## src/rtl/eic_pkg.sv

```systemverilog
package eic_pkg;
  localparam int SEL_W         = 4;
  localparam int LINES_PER_SEL = 4;
  localparam int ADDR_RISE     = 0;
  localparam int ADDR_FALL     = 1;
  localparam int ADDR_IMASK    = 2;
  localparam int ADDR_EMASK    = 3;
  localparam int ADDR_PEND     = 4;
  localparam int ADDR_SEL_BASE = 5;
endpackage

```

## src/rtl/eic_src_mux.sv

```systemverilog
module eic_src_mux
  import eic_pkg::*;
#(
  parameter int NUM_LINES = 16,
  parameter int NUM_PORTS = 11
) (
  input  logic [NUM_PORTS*NUM_LINES-1:0] gpio_i,
  input  logic [NUM_LINES*SEL_W-1:0]     sel_i,
  output logic [NUM_LINES-1:0]           line_o
);
  for (genvar l = 0; l < NUM_LINES; l++) begin : g_line
    always_comb begin
      line_o[l] = 1'b0;  // unused codes hold low
      for (int p = 0; p < NUM_PORTS; p++) begin
        if (sel_i[l*SEL_W +: SEL_W] == SEL_W'(p)) line_o[l] = gpio_i[p*NUM_LINES + l];
      end
    end
  end
endmodule

```

## src/rtl/eic_edge_det.sv

```systemverilog
module eic_edge_det
  import eic_pkg::*;
(
  input  logic             clk_i,
  input  logic             rst_ni,
  input  logic             pin_i,
  input  logic [SEL_W-1:0] sel_i,
  output logic             rise_o,
  output logic             fall_o
);
  logic sync1_q, sync2_q, prev_q;
  logic [SEL_W-1:0] sel_seen_q;
  logic flush;

  // source changed: reload history from the new pin, suppress edges
  assign flush = (sel_i != sel_seen_q);

  always_ff @(posedge clk_i or negedge rst_ni) begin
    if (!rst_ni) begin
      sync1_q    <= 1'b0;
      sync2_q    <= 1'b0;
      prev_q     <= 1'b0;
      sel_seen_q <= '0;
    end else if (flush) begin
      sync1_q    <= pin_i;
      sync2_q    <= pin_i;
      prev_q     <= pin_i;
      sel_seen_q <= sel_i;
    end else begin
      sync1_q <= pin_i;
      sync2_q <= sync1_q;
      prev_q  <= sync2_q;
    end
  end

  assign rise_o = ~flush &  sync2_q & ~prev_q;
  assign fall_o = ~flush & ~sync2_q &  prev_q;
endmodule

```

## src/rtl/eic_regs.sv

```systemverilog
module eic_regs
  import eic_pkg::*;
#(
  parameter int NUM_LINES = 16,
  parameter int ADDR_W    = 4,
  parameter int DATA_W    = 32
) (
  input  logic                       clk_i,
  input  logic                       rst_ni,
  input  logic                       we_i,
  input  logic [ADDR_W-1:0]          addr_i,
  input  logic [DATA_W-1:0]          wdata_i,
  output logic [DATA_W-1:0]          rdata_o,
  input  logic [NUM_LINES-1:0]       rise_i,
  input  logic [NUM_LINES-1:0]       fall_i,
  output logic [NUM_LINES*SEL_W-1:0] sel_o,
  output logic [NUM_LINES-1:0]       irq_o,
  output logic [NUM_LINES-1:0]       evt_o
);
  localparam int NUM_SEL = NUM_LINES / LINES_PER_SEL;
  localparam int SEL_BITS = LINES_PER_SEL * SEL_W;

  logic [NUM_LINES-1:0] rise_en_q, fall_en_q, imask_q, emask_q, pend_q, evt_q;
  logic [NUM_LINES-1:0][SEL_W-1:0] sel_q, sel_d;
  logic [NUM_LINES-1:0] hit, clr, pend_d;
  logic unused_wdata;

  assign unused_wdata = ^wdata_i[DATA_W-1:NUM_LINES];

  function automatic logic hit_addr(input logic [ADDR_W-1:0] a, input int target);
    return a == ADDR_W'(target);
  endfunction

  assign hit    = (rise_i & rise_en_q) | (fall_i & fall_en_q);
  assign clr    = (we_i && hit_addr(addr_i, ADDR_PEND)) ? wdata_i[NUM_LINES-1:0] : '0;
  assign pend_d = (pend_q & ~clr) | hit;  // set wins

  always_comb begin
    sel_d = sel_q;
    for (int l = 0; l < NUM_LINES; l++) begin
      if (we_i && hit_addr(addr_i, ADDR_SEL_BASE + l / LINES_PER_SEL))
        sel_d[l] = wdata_i[(l % LINES_PER_SEL)*SEL_W +: SEL_W];
    end
  end

  always_ff @(posedge clk_i or negedge rst_ni) begin
    if (!rst_ni) begin
      rise_en_q <= '0;
      fall_en_q <= '0;
      imask_q   <= '0;
      emask_q   <= '0;
      pend_q    <= '0;
      evt_q     <= '0;
      sel_q     <= '0;
    end else begin
      if (we_i && hit_addr(addr_i, ADDR_RISE))  rise_en_q <= wdata_i[NUM_LINES-1:0];
      if (we_i && hit_addr(addr_i, ADDR_FALL))  fall_en_q <= wdata_i[NUM_LINES-1:0];
      if (we_i && hit_addr(addr_i, ADDR_IMASK)) imask_q   <= wdata_i[NUM_LINES-1:0];
      if (we_i && hit_addr(addr_i, ADDR_EMASK)) emask_q   <= wdata_i[NUM_LINES-1:0];
      pend_q <= pend_d;
      evt_q  <= hit & emask_q;
      sel_q  <= sel_d;
    end
  end

  always_comb begin
    rdata_o = '0;
    if (hit_addr(addr_i, ADDR_RISE))  rdata_o[NUM_LINES-1:0] = rise_en_q;
    if (hit_addr(addr_i, ADDR_FALL))  rdata_o[NUM_LINES-1:0] = fall_en_q;
    if (hit_addr(addr_i, ADDR_IMASK)) rdata_o[NUM_LINES-1:0] = imask_q;
    if (hit_addr(addr_i, ADDR_EMASK)) rdata_o[NUM_LINES-1:0] = emask_q;
    if (hit_addr(addr_i, ADDR_PEND))  rdata_o[NUM_LINES-1:0] = pend_q;
    for (int k = 0; k < NUM_SEL; k++) begin
      if (hit_addr(addr_i, ADDR_SEL_BASE + k))
        for (int j = 0; j < LINES_PER_SEL; j++)
          rdata_o[j*SEL_W +: SEL_W] = sel_q[k*LINES_PER_SEL + j];
    end
    if (SEL_BITS > DATA_W) rdata_o = '0;
  end

  assign sel_o = sel_q;
  assign irq_o = pend_q & imask_q;
  assign evt_o = evt_q;
endmodule

```

## src/rtl/edge_irq_ctrl.sv

```systemverilog
module edge_irq_ctrl
  import eic_pkg::*;
#(
  parameter int NUM_LINES = 16,
  parameter int NUM_PORTS = 11,
  parameter int ADDR_W    = 4,
  parameter int DATA_W    = 32
) (
  input  logic                           clk_i,
  input  logic                           rst_ni,
  input  logic                           reg_we_i,
  input  logic [ADDR_W-1:0]              reg_addr_i,
  input  logic [DATA_W-1:0]              reg_wdata_i,
  output logic [DATA_W-1:0]              reg_rdata_o,
  input  logic [NUM_PORTS*NUM_LINES-1:0] gpio_i,
  output logic [NUM_LINES-1:0]           irq_o,
  output logic [NUM_LINES-1:0]           evt_o
);
  logic [NUM_LINES*SEL_W-1:0] sel_flat;
  logic [NUM_LINES-1:0] line_in, rise, fall;

  eic_src_mux #(.NUM_LINES(NUM_LINES), .NUM_PORTS(NUM_PORTS)) u_mux (
    .gpio_i (gpio_i),
    .sel_i  (sel_flat),
    .line_o (line_in)
  );

  for (genvar l = 0; l < NUM_LINES; l++) begin : g_det
    eic_edge_det u_det (
      .clk_i  (clk_i),
      .rst_ni (rst_ni),
      .pin_i  (line_in[l]),
      .sel_i  (sel_flat[l*SEL_W +: SEL_W]),
      .rise_o (rise[l]),
      .fall_o (fall[l])
    );
  end

  eic_regs #(.NUM_LINES(NUM_LINES), .ADDR_W(ADDR_W), .DATA_W(DATA_W)) u_regs (
    .clk_i   (clk_i),
    .rst_ni  (rst_ni),
    .we_i    (reg_we_i),
    .addr_i  (reg_addr_i),
    .wdata_i (reg_wdata_i),
    .rdata_o (reg_rdata_o),
    .rise_i  (rise),
    .fall_i  (fall),
    .sel_o   (sel_flat),
    .irq_o   (irq_o),
    .evt_o   (evt_o)
  );
endmodule

```

## config.mk

```make
export PLATFORM = sky130hd
export DESIGN_NAME = edge_irq_ctrl
export DESIGN_NICKNAME = d
export VERILOG_FILES = /design/src/rtl/eic_pkg.sv /design/src/rtl/eic_src_mux.sv /design/src/rtl/eic_edge_det.sv /design/src/rtl/eic_regs.sv /design/src/rtl/edge_irq_ctrl.sv
export SDC_FILE = /design/constraint.sdc
export NUM_CORES = 1
export LEC_CHECK = 0
export BUFFER_PORTS_ARGS = -buffer_cell sky130_fd_sc_hd__buf_2
export CORE_AREA = 8 8 166 168
export DETAILED_ROUTE_END_ITERATION = 10
export DIE_AREA = 0 0 174 176
export PLACE_DENSITY = 0.87
export SYNTH_ARGS = -nofsm -noshare
export SYNTH_HDL_FRONTEND = slang
export SYNTH_SLANG_ARGS = --single-unit
```

## constraint.sdc

```tcl
create_clock -name clk_i -period 2.2 [get_ports clk_i]
set_clock_uncertainty 0.1 [all_clocks]
set_input_delay 0.44 -clock clk_i [delete_from_list [all_inputs] [get_ports clk_i]]
set_output_delay 0.44 -clock clk_i [all_outputs]
set_load 0.03 [all_outputs]
```

==> metrics.txt <==
status=finished with violations; failing checks=setup timing; DIE HEIGHT=about 180 um; Skew-Pair Late Insertion Delay=0.55 ns; leak pwr=around 8 nW; initial antenna violation count=2; Clk pwr share=between 20% and 30%; pin count of the biggest net entering global routing=56; Post-Syn Area=13,730 um2; CP delay by family, top=multiplexers; DRT iter0 DRCs=just over 900; Fill cells=1,542; Total Routed Length=42.86 mm; sequential share of the synthesized area=about half; Final min period=between 2 and 3 ns; Final WS setup=-0.4301 ns; Post-synth ARST share=100.0%; row count=58; Pins Over Slew Limit=0; EDFF count, synth=0; Flop pwr share=42.2%; final setup fails=16; NetSw=between 0.006 and 0.007 W; number of H-tree levels=1; fin crit share=119.6%; Slowest cell on crit path=mux4_2; root buf cell=clkbuf_16; share of cells above drive strength 1=about half; Worst R2R Setup Slack=~0.4 ns; Ys Warns=0; Finished Core Util=a little under three quarters; # IOs=279; Clock Path Buffers=3; most frequent cells in the layout=dfrtp_1 (250), buf_2 (226), buf_4 (137); CP Max Fanout=2; Placed Area=between 15,000 and 20,000 um2; Main synth FF type=dfrtp_1; I/O Buffers=roughly 250; nets@finish=~1,600; GPL Wtd Cong=between 0.8 and 0.9; fmax=0.3802 GHz; TritonCTS clock tree=built; area occupied by registers=between 6000 and 7000 um2; total power=0.01840 W; switch share=32.68%; Netlist cell types=between 60 and 70; Synth Area per Inst=between 10 and 15 um2; critical-path cell list=mux4_2, nand2_1, a21oi_1, a221o_1, buf_6; CP Class=flop to output pin; Final Hold Viols=0; core box area=about 25,000 um2; commonest non-fill, non-tap cell in the layout=dfrtp_1; first-pass GRT wire length=63.40 mm; total number of vias=10,900; unrepaired setup endpoints after global routing=true; post-DP HPWL=28.07 mm; Avg WL per Cell=around 24 um; Global Route Usage Sum=about a quarter; CP peak stage delay=0.47 ns; vias in the first global route=11,610; crit start category=flop; Max Cap Violations=0; Multi-input gate area=between 6000 and 7000 um2; Internal Power=around 0.012 W; vias per cell=around 6.1; setup tns final=-2.538 ns; min-delay worst type=input pin to flop; WP data arrival=2.09 ns; synthesized flop and latch total=between 200 and 300; Ant. Diodes=0; Synth Instances=1,127; die width=174 um; Reg clk slew, reported paths=~0.070 ns; # clock sinks=approximately 270; nature of the critical path endpoint=output pin; Worst VDD drop=~0.65 mV; CTS Buf Count=27; Initial Util=a little under three fifths; DRT antenna net count=0; grt total ovfl=0; Gate power share=between 30% and 40%; design area=17,620 um2; Buf+Inv Stages, Crit Path=1; die footprint=between 30,000 and 40,000 um2; DRT Pass-1 Iters=6; Power Density=about 1000 nW/um2; Crit path required time=1.66 ns; P&R area growth vs syn=28.33%; Post-route DRC=0
[registers in the layout, summed over array words and instances (netlist names)]
register                count
g_det.u_det.prev_q         16
g_det.u_det.sel_seen_q     64
g_det.u_det.sync1_q        16
g_det.u_det.sync2_q        16
u_regs.emask_q             16
u_regs.evt_o               16
u_regs.fall_en_q           16
u_regs.imask_q             16
u_regs.pend_q              16
u_regs.rise_en_q           16
u_regs.sel_o               64
[power by group through the flow]
stage | clock [W] | combinational [W] | sequential (W)
after floorplan | 0 | 0.00394 | 0.00715
after global placement | 0 | 0.00460 | 0.00768
after detailed placement | 0 | 0.00479 | 0.00780
after CTS | 0.00490 | 0.00544 | 0.00764
after global routing | 0.00514 | 0.00610 | 0.00789
final | 0.00490 | 0.00574 | 0.00776
[cell usage after synthesis, drive strengths merged, types with 3 or more instances]
master / count / share of area [%]
nand2: 31 / 0.88
o22a: 11 / 0.70
mux4: 45 / 7.4
a31oi: 3 / 0.14
mux2: 132 / 11
nand4: 17 / 0.82
nand2b: 6 / 0.27
nor4: 3 / 0.46
nor3: 4 / 0.31
o22ai: 11 / 0.50
nand3b: 64 / 3.6
a21boi: 7 / 0.38
buf: 73 / 3.3
dfrtp: 272 / 50
nor2: 80 / 2.3
o211a: 14 / 1.0
inv: 3 / 0.082
mux2i: 37 / 2.7
a2bb2oi: 9 / 0.57
a22oi: 3 / 0.16
o31ai: 16 / 0.87
clkbuf: 81 / 2.2
o21ai: 7 / 0.26
and2: 32 / 1.5
a21o: 16 / 0.87
o311a: 14 / 1.0
xnor2: 64 / 4.1
a21oi: 45 / 1.6
[per-layer routing]
layer | up-vias | track usage [%] | part of all wire (%)
li1 | 4577 | - | -
met1 | 5535 | 31.17 | 37
met2 | 614 | 44.38 | 50
met3 | 168 | 6.153 | 8.7
met4 | 4 | 11.29 | 4.6
met5 | - | 0 | 0.042
[cell type report]
type                            count  share of cell area [%]
Tap cell                          330                   2.343
Clock buffer                       36                   4.366
Clock inverter                     14                   1.029
Timing Repair Buffer              406                   15.97
Sequential cell                   272                   38.78
Multi-Input combinational cell    712                   37.45
Inverter                            3                 0.06389
[logic make-up after synthesis]
kind of cell              synth area share [%]
AOI/OAI and AO/OA                        8.819
xor gates and xnor gates                 4.082
buffers and inverters                    5.712
DFF                                      49.56
muxes                                    20.90
other                                  0.02731
and+or+nand+nor                          10.90
[path summary, 6_finish.rpt]
path / from / endpoint / depth (start not counted)
setup / recovery: u_regs.rise_en_q[10]$_DFFE_PN0P_ / reg_rdata_o[10] / 5
hold / removal: reg_wdata_i[9] / u_regs.sel_o[9]$_DFFE_PN0P_ / 2
setup reg to reg: u_regs.sel_o[36]$_DFFE_PN0P_ / g_det[9].u_det.sync2_q$_DFF_PN0_ / 4
hold reg to reg: u_regs.sel_o[47]$_DFFE_PN0P_ / g_det[11].u_det.sel_seen_q[3]$_DFFE_PN0P_ / 0
max in group asynchronous: rst_ni / u_regs.sel_o[8]$_DFFE_PN0P_ / 3
min in group asynchronous: rst_ni / g_det[8].u_det.sel_seen_q[1]$_DFFE_PN0P_ / 2
[stage by stage]
| stage | hold slack [ns] | setup WS [ns] | instances |
|---|---|---|---|
| floorplan | 0.04441 | -0.08302 | 1142 |
| global route | 0.1654 | -0.4742 | 1773 |
| detailed placement | 0.3126 | -0.3854 | 1658 |
| global placement | 0.3088 | -0.3632 | 1658 |
| finish | 0.1616 | -0.4301 | 1773 |
| CTS | 0.1412 | -0.3615 | 1761 |
[what timing repair did]
item	in CTS	in global routing
hold buffers	1	0
endpoints found under the setup margin	16	16
gates cloned	1	0
buffers inserted	51	13
endpoints found under the hold margin	49	0
gates resized for setup	103	19
pin swaps	34	13
No activity file was read; power rests on OpenSTA's default activity.
